[src/rtl/doze_pkg.sv]
package doze_pkg;
  typedef enum logic [1:0] {
    DZ_RUN   = 2'd0,
    DZ_ENTER = 2'd1,
    DZ_DOZE  = 2'd2,
    DZ_WAKE  = 2'd3
  } dz_state_e;

  // Doze is armed by both software bits together, or by the outside master.
  function automatic logic doze_armed(input logic wait_en, input logic doze_en,
                                      input logic ext_req);
    return (wait_en & doze_en) | ext_req;
  endfunction

  // Time base reaches its final count of a period.
  function automatic logic tb_at_end(input int unsigned cnt, input int unsigned period);
    return cnt == period - 1;
  endfunction
endpackage

[src/rtl/doze_fsm.sv]
module doze_fsm
  import doze_pkg::*;
(
  input  logic      clk,
  input  logic      rst_n,
  input  logic      armed,
  input  logic      irq_any,
  input  logic      core_idle,
  input  logic      wake_ack,
  output dz_state_e state
);
  dz_state_e nxt;

  always_comb begin
    nxt = state;
    unique case (state)
      DZ_RUN:   if (armed && !irq_any) nxt = DZ_ENTER;
      DZ_ENTER: begin
        if (irq_any || !armed) nxt = DZ_RUN;
        else if (core_idle)    nxt = DZ_DOZE;
      end
      DZ_DOZE:  if (irq_any) nxt = DZ_WAKE;
      DZ_WAKE:  if (wake_ack) nxt = DZ_RUN;
      default:  nxt = DZ_RUN;
    endcase
  end

  always_ff @(posedge clk) begin
    if (!rst_n) state <= DZ_RUN;
    else        state <= nxt;
  end
endmodule

[src/rtl/doze_timebase.sv]
module doze_timebase
  import doze_pkg::*;
#(
  parameter int unsigned TB_PERIOD = 16
) (
  input  logic clk,
  input  logic rst_n,
  input  logic tb_en,
  output logic tb_irq
);
  localparam int unsigned TBW = (TB_PERIOD > 2) ? $clog2(TB_PERIOD) : 1;
  localparam logic [TBW-1:0] LAST = TBW'(TB_PERIOD - 1);

  logic [TBW-1:0] cnt;
  logic           at_end;

  assign at_end = tb_at_end(int'(cnt), TB_PERIOD);
  assign tb_irq = tb_en & at_end;

  always_ff @(posedge clk) begin
    if (!rst_n)      cnt <= '0;
    else if (tb_en)  cnt <= (cnt == LAST) ? '0 : cnt + 1'b1;
  end
endmodule

[src/rtl/doze_snoop.sv]
module doze_snoop (
  input  logic clk,
  input  logic rst_n,
  input  logic snoop_req,
  output logic snoop_ack
);
  always_ff @(posedge clk) begin
    if (!rst_n) snoop_ack <= 1'b0;
    else        snoop_ack <= snoop_req;
  end
endmodule

[src/rtl/doze_seq.sv]
module doze_seq
  import doze_pkg::*;
#(
  parameter int unsigned TB_PERIOD = 16
) (
  input  logic clk,
  input  logic rst_n,
  input  logic wait_en_i,
  input  logic doze_en_i,
  input  logic ext_doze_req_i,
  input  logic irq_i,
  input  logic core_idle_i,
  input  logic wake_ack_i,
  input  logic snoop_req_i,
  input  logic tb_en_i,
  output logic halt_o,
  output logic wake_req_o,
  output logic snoop_ack_o,
  output logic tb_irq_o,
  output logic asleep_o,
  output logic ready_o,
  output logic st_run_o,
  output logic st_enter_o,
  output logic st_doze_o,
  output logic st_wake_o
);
  dz_state_e state;
  logic      armed;
  logic      irq_any;
  logic      tb_irq;

  assign armed   = doze_armed(wait_en_i, doze_en_i, ext_doze_req_i);
  assign irq_any = irq_i | tb_irq;

  doze_fsm u_fsm (
    .clk       (clk),
    .rst_n     (rst_n),
    .armed     (armed),
    .irq_any   (irq_any),
    .core_idle (core_idle_i),
    .wake_ack  (wake_ack_i),
    .state     (state)
  );

  doze_timebase #(.TB_PERIOD(TB_PERIOD)) u_tb (
    .clk    (clk),
    .rst_n  (rst_n),
    .tb_en  (tb_en_i),
    .tb_irq (tb_irq)
  );

  doze_snoop u_snp (
    .clk       (clk),
    .rst_n     (rst_n),
    .snoop_req (snoop_req_i),
    .snoop_ack (snoop_ack_o)
  );

  assign st_run_o   = (state == DZ_RUN);
  assign st_enter_o = (state == DZ_ENTER);
  assign st_doze_o  = (state == DZ_DOZE);
  assign st_wake_o  = (state == DZ_WAKE);

  assign halt_o     = !st_run_o;
  assign wake_req_o = st_wake_o;
  assign ready_o    = st_run_o;
  assign asleep_o   = 1'b0;
  assign tb_irq_o   = tb_irq;
endmodule

[config.mk]
export PLATFORM = sky130hd
export DESIGN_NAME = doze_seq
export DESIGN_NICKNAME = d
export VERILOG_FILES = /design/src/rtl/doze_pkg.sv /design/src/rtl/doze_fsm.sv /design/src/rtl/doze_timebase.sv /design/src/rtl/doze_snoop.sv /design/src/rtl/doze_seq.sv
export SDC_FILE = /design/constraint.sdc
export NUM_CORES = 1
export LEC_CHECK = 0
export BUFFER_PORTS_ARGS = -buffer_cell sky130_fd_sc_hd__buf_2
export CAP_MARGIN = 20
export CORE_AREA = 2 2 39 41
export DETAILED_ROUTE_END_ITERATION = 8
export DIE_AREA = 0 0 41 43
export MAX_ROUTING_LAYER = met4
export PLACE_DENSITY = 0.68
export SETUP_SLACK_MARGIN = 0.3
export SLEW_MARGIN = 20
export SYNTH_ARGS = -nofsm -noshare
export SYNTH_HDL_FRONTEND = slang
export SYNTH_SLANG_ARGS = --single-unit
export TNS_END_PERCENT = 30
[constraint.sdc]
create_clock -name clk -period 1.8 [get_ports clk]
set_input_delay 0.18 -clock clk [delete_from_list [all_inputs] [get_ports clk]]
set_output_delay 0.18 -clock clk [all_outputs]
set_load 0.01 [all_outputs]
# Word-level counts from Yosys, hierarchy flattened
# Index checks and enable logic that the tools add are counted.
# W data, S select, Z words.
[totals] input_bits=10 word_cells=30 out_inout_bits=10 reg_bits=7
[op_classes] n_reduce_logical=7 eq_ne=8 n_addsub=1 mux=7 n_bitwise=4
[op_table] operator="$mux W2" count=5
[op_table] operator="$pmux W2 S4" count=1
[op_table] operator="$add A4 B1 Y4 const B" count=1
[op_table] operator="$eq A2 B2 Y1 const B" count=2
[op_table] operator="$eq A4 B4 Y1 const B" count=1
[op_table] operator="$mux W4" count=1
[op_table] operator="$ne A2 B1 Y1 const B" count=2
[op_table] operator="$reduce_and A4 Y1" count=1
[op_table] operator="$logic_not A1 Y1" count=3
[op_table] operator="$ne A3 B2 Y1 const B" count=1
[op_table] operator="$and A1 B1 Y1" count=2
[op_table] operator="$eq A2 B1 Y1 const B" count=1
[op_table] operator="$logic_not A2 Y1" count=1
[op_table] operator="$ne A2 B2 Y1 const B" count=1
[op_table] operator="$or A1 B1 Y1" count=2
[op_table] operator="$logic_and A1 B1 Y1" count=1
[op_table] operator="$logic_or A1 B1 Y1" count=1

# Depth between registers and ports, before layout
[depth] word_depth=7 depth_mapped=4 depth_no_buf=4

# Modules after synthesis
# A second synthesis with hierarchy kept.
[unflattened] cells_unflattened=44 hier_area_um2=395.4
[by_module_without_submodules] module="doze_timebase" n_inst=1 seq_area_each_um2=80.1 cells_each=19 area_each_um2=196.4
[by_module_without_submodules] module="doze_fsm" n_inst=1 seq_area_each_um2=40.0 cells_each=12 area_each_um2=100.1
[by_module_without_submodules] module="doze_seq" n_inst=1 seq_area_each_um2=0.0 cells_each=11 area_each_um2=72.6
[by_module_without_submodules] module="doze_snoop" n_inst=1 seq_area_each_um2=20.0 cells_each=2 area_each_um2=26.3

# Worst setup path after synthesis
# No wires, ideal clock.
[synth_timing] kind="reg2reg" start="reg u_tb.cnt[0]" end="reg u_fsm.state[0]" setup_time_ps=70 required_time_ps=1730 path_stages_with_launch=5 arrival_ps=1211 period_less_slack_ps=1282 path_slack_ps=518 path_buffers=0 cell_sequence="dfxtp_1 ha_1 a41o_4 nor4b_2 o21bai_1"
[synth_via] elab_chain_len=7 word_cells_on_any_way=12 cone_classes="eq/ne: 4; mux: 2; bitwise: 2; reduce/logical: 4"
[synth_rtl] item="from (decl)" line="doze_timebase.sv:14" source="logic [TBW-1:0] cnt;"
[synth_rtl] item="from (signal assigned)" line="doze_timebase.sv:22" source="else if (tb_en) cnt <= (cnt == LAST) ? '0 : cnt + 1'b1;"
[synth_rtl] item="$eq A4 B4 Y1 (*)" line="doze_pkg.sv:17" source="return cnt == period - 1;"
[synth_rtl] item="$and A1 B1 Y1 (*)" line="doze_timebase.sv:18" source="assign tb_irq = tb_en & at_end;"
[synth_rtl] item="$or A1 B1 Y1 (*)" line="doze_seq.sv:33" source="assign irq_any = irq_i | tb_irq;"
[synth_rtl] item="$logic_not A1 Y1" line="doze_fsm.sv:17" source="DZ_RUN: if (armed && !irq_any) nxt = DZ_ENTER;"
[synth_rtl] item="$logic_and A1 B1 Y1" line="doze_fsm.sv:17"
[synth_rtl] item="$ne A2 B1 Y1 (no line)"
[synth_rtl] item="$reduce_and A4 Y1 (no line)"
[synth_rtl] item="to (signal assigned)" line="doze_fsm.sv:30" source="else state <= nxt;"
[synth_rtl] item="to (decl)" line="doze_fsm.sv:10" source="output dz_state_e state"
# Every way passes the cells marked *; elsewhere a longest branch is shown, timed or not.
# A chain may end at the register's enable or synchronous reset.

# Final worst setup path
[layout_timing] start="reg u_tb.cnt[0]" end="out tb_irq_o"
[layout_via] elab_chain_len=2
[layout_rtl] item="$eq A4 B4 Y1" line="doze_pkg.sv:17"
[layout_rtl] item="$and A1 B1 Y1" line="doze_timebase.sv:18"
[layout_rtl] item="to (decl)" line="doze_seq.sv:19" source="output logic tb_irq_o,"
# No other way between the ends.

==> reports/summary.txt <==
global route total overflow: 0
port buffer count: 18
crit start category: flip-flop
diode count: 0
Crit path depth: 3
first-pass GRT wire length: 1186 microns
Pre-Repair DR Iteration Count: 2
clock transition at the registers of the reported paths: 0.05 ns
skew final: 0.006528 ns
gr usage total: 10.50%
CTS H-tree lvls: 1
Rows: 14
Post-synth EDFFs: 0
Pwr Density: 699.4 nW/um^2
largest net degree at the start of global routing: 9
synthesized area per cell: 9.631 sq um
insertion delay to the later sink of the worst-skew pair: 0.25 ns
share of cells above drive strength 1: 42.62%
outcome: finished clean
Die H: 43 microns
Avg WL per Cell: 9.169 microns
CP Capture Type: output port
most frequent cell after synthesis: dfxtp_1
Post-synth top flop: dfxtp_1
Max Freq: 737.4 MHz
R2R Path Start: u_tb.cnt[0]
CP Launch Point: u_tb.cnt[0]
HPWL Detailed: 560.2 microns
setup TNS: 0 ns
Synth area leaders: dfxtp_1 34%, buf_4 5.4%, a41o_4 5.1%
Post-Synth XOR/XNOR Area: 2.115%
footprint of the multi-input gates: 239.0 sq um
Hold Path Depth: 2
Syn Std Cell Area: 414.1 sq um
die area: 1763 sq um
post-synthesis cell type count: 25
vias in the first global route: 305
nets: 73
period utilization: 75.34%
Longest Clk Path Bufs: 2
Die W: 41 microns
placed insts: 73
Synth top area share: 33.84%
Hold Crit Class: primary input to flip-flop
post-synth top area cell: dfxtp_1
CP Capture Point: tb_irq_o
Buf/Inv on CP: 1
Synth Warn #: 0
crit-path max cell delay: 0.38 ns
crit-path leading delay family: flip-flops
initial DRC count: 2
vias per cell: 4.468
via count: 344
main combinational cell family by area after synthesis: simple AND/OR/NAND/NOR gates
I/O pin count: 20
unrepaired setup endpoints after global routing: false
crit path cell chain: ha_2, and4_1, buf_2
Lkg Pwr: 0.2593 nW
Synth Area in Simple Gates: 27.79%
compound-gate portion of the synthesized area: 20.85%
FF+latch area: 140.1 sq um
Mapped Cells: 43
CTS root buf: clkbuf_4
worst path required time: 1.62 ns
CTS buffer count: 3
final setup fails: 0
drt total wl: 706 microns
CP max FO: 5
adder-cell share of the synthesized area: 3.021%
Finished Layout Cells: 77
sequential share of the synthesized area: 33.84%
CTS tree: built
reg2reg setup slack: 0.50 ns
FFs w/ async S/R, synth: 0%
Post-CTS Repair Setup Buffers: 0
initial antenna violation count: 0
Peak VDD IR: 248.1 uV
Initial Util: 29.93%
Final Wtd Congestion: 0.6664
Final ANT Viol Nets: 0
DRC viols: 0
worst reg2reg endpoint: u_fsm.state[0]
Max-Cap Viols: 0
CP arrival: 1.18 ns
mux cell area share after synthesis: 2.417%
core area: 1384 sq um
Filler cells: 147
CP Class: flip-flop to output port
Hold Vio Cnt, Final: 0
slowest cell on the critical path: dfxtp_1
Synth-to-Final Area Change: 25.38%
min Tclk post-route: 1.356 ns
R2R depth: 4
fin. max-slew vios: 0
syn_nets: 54
flops & latches, synth: 7
Clock Sinks: 7
[worst min-delay path by stage]
stage                            to        start  slack (ns)
CTS                 u_snp.snoop_ack  snoop_req_i        0.13
detailed placement  u_snp.snoop_ack  snoop_req_i        0.39
global route        u_snp.snoop_ack  snoop_req_i        0.14
finish              u_snp.snoop_ack  snoop_req_i        0.14
global placement    u_snp.snoop_ack  snoop_req_i        0.39
floorplan           u_snp.snoop_ack        rst_n        0.30
[metrics by stage]
stage          worst slack [ns]  area, sq um  total power, mW  util, %  hold slack (ns)
6_report                 0.4438        519.2           0.3632    37.52           0.1408
4_1_cts                  0.4078        516.7           0.3709    37.34           0.1302
2_1_floorplan            0.5185        414.1           0.2074        -           0.3017
5_1_grt                  0.3293        519.2           0.3879    37.52           0.1379
3_5_place_dp             0.4588        490.5           0.2244    35.44           0.3899
3_3_place_gp             0.4888        490.5           0.2233    35.44           0.3855
[routing by layer]
layer  part of all wire, %  vias to the layer above  GRT usage, %
li1                      -                      185             -
met1                    46                      148         12.90
met2                    46                        9         12.81
met3                   5.7                        2         4.712
met4                   1.8                        0         8.000
met5                     0                        -             -
[layout make-up]
cell class                      instances  area share, %
Clock buffer                            4          5.060
Tap cell                               16          3.855
Multi-Input combinational cell         31          46.02
Sequential cell                         7          26.99
Inverter                                1         0.7229
Timing Repair Buffer                   18          17.35
[where the power goes]
group | total, mW | internal [mW] | switching [mW]
Sequential | 0.169 | 0.162 | 0.00682
Combinational | 0.0522 | 0.0266 | 0.0256
Clock | 0.142 | 0.0846 | 0.0579
[logic make-up after synthesis]
| kind of cell | count (synthesis) |
|---|---|
| compound gates | 8 |
| xor+xnor | 1 |
| fa+ha+maj | 1 |
| buf+inv | 5 |
| flops | 7 |
| mux | 1 |
| other cells | 1 |
| simple gates | 19 |
[cell usage in the layout (no fill, tap or decap), types with 2 or more instances in the layout]
master | netlist | final
nand2_1 | 3 | 3
nand2b_1 | 2 | 2
nor2b_1 | 3 | 3
buf_2 | 0 | 18
nor2_1 | 2 | 2
nand3_1 | 3 | 3
dfxtp_1 | 7 | 7
and2_1 | 3 | 3
clkbuf_4 | 0 | 3
[repair_timing]
item                       CTS  global route
resized for setup            0             1
hold buffers                 0             0
setup endpoints to repair    0             1
Note: power is estimated with default switching activity, not from simulation.
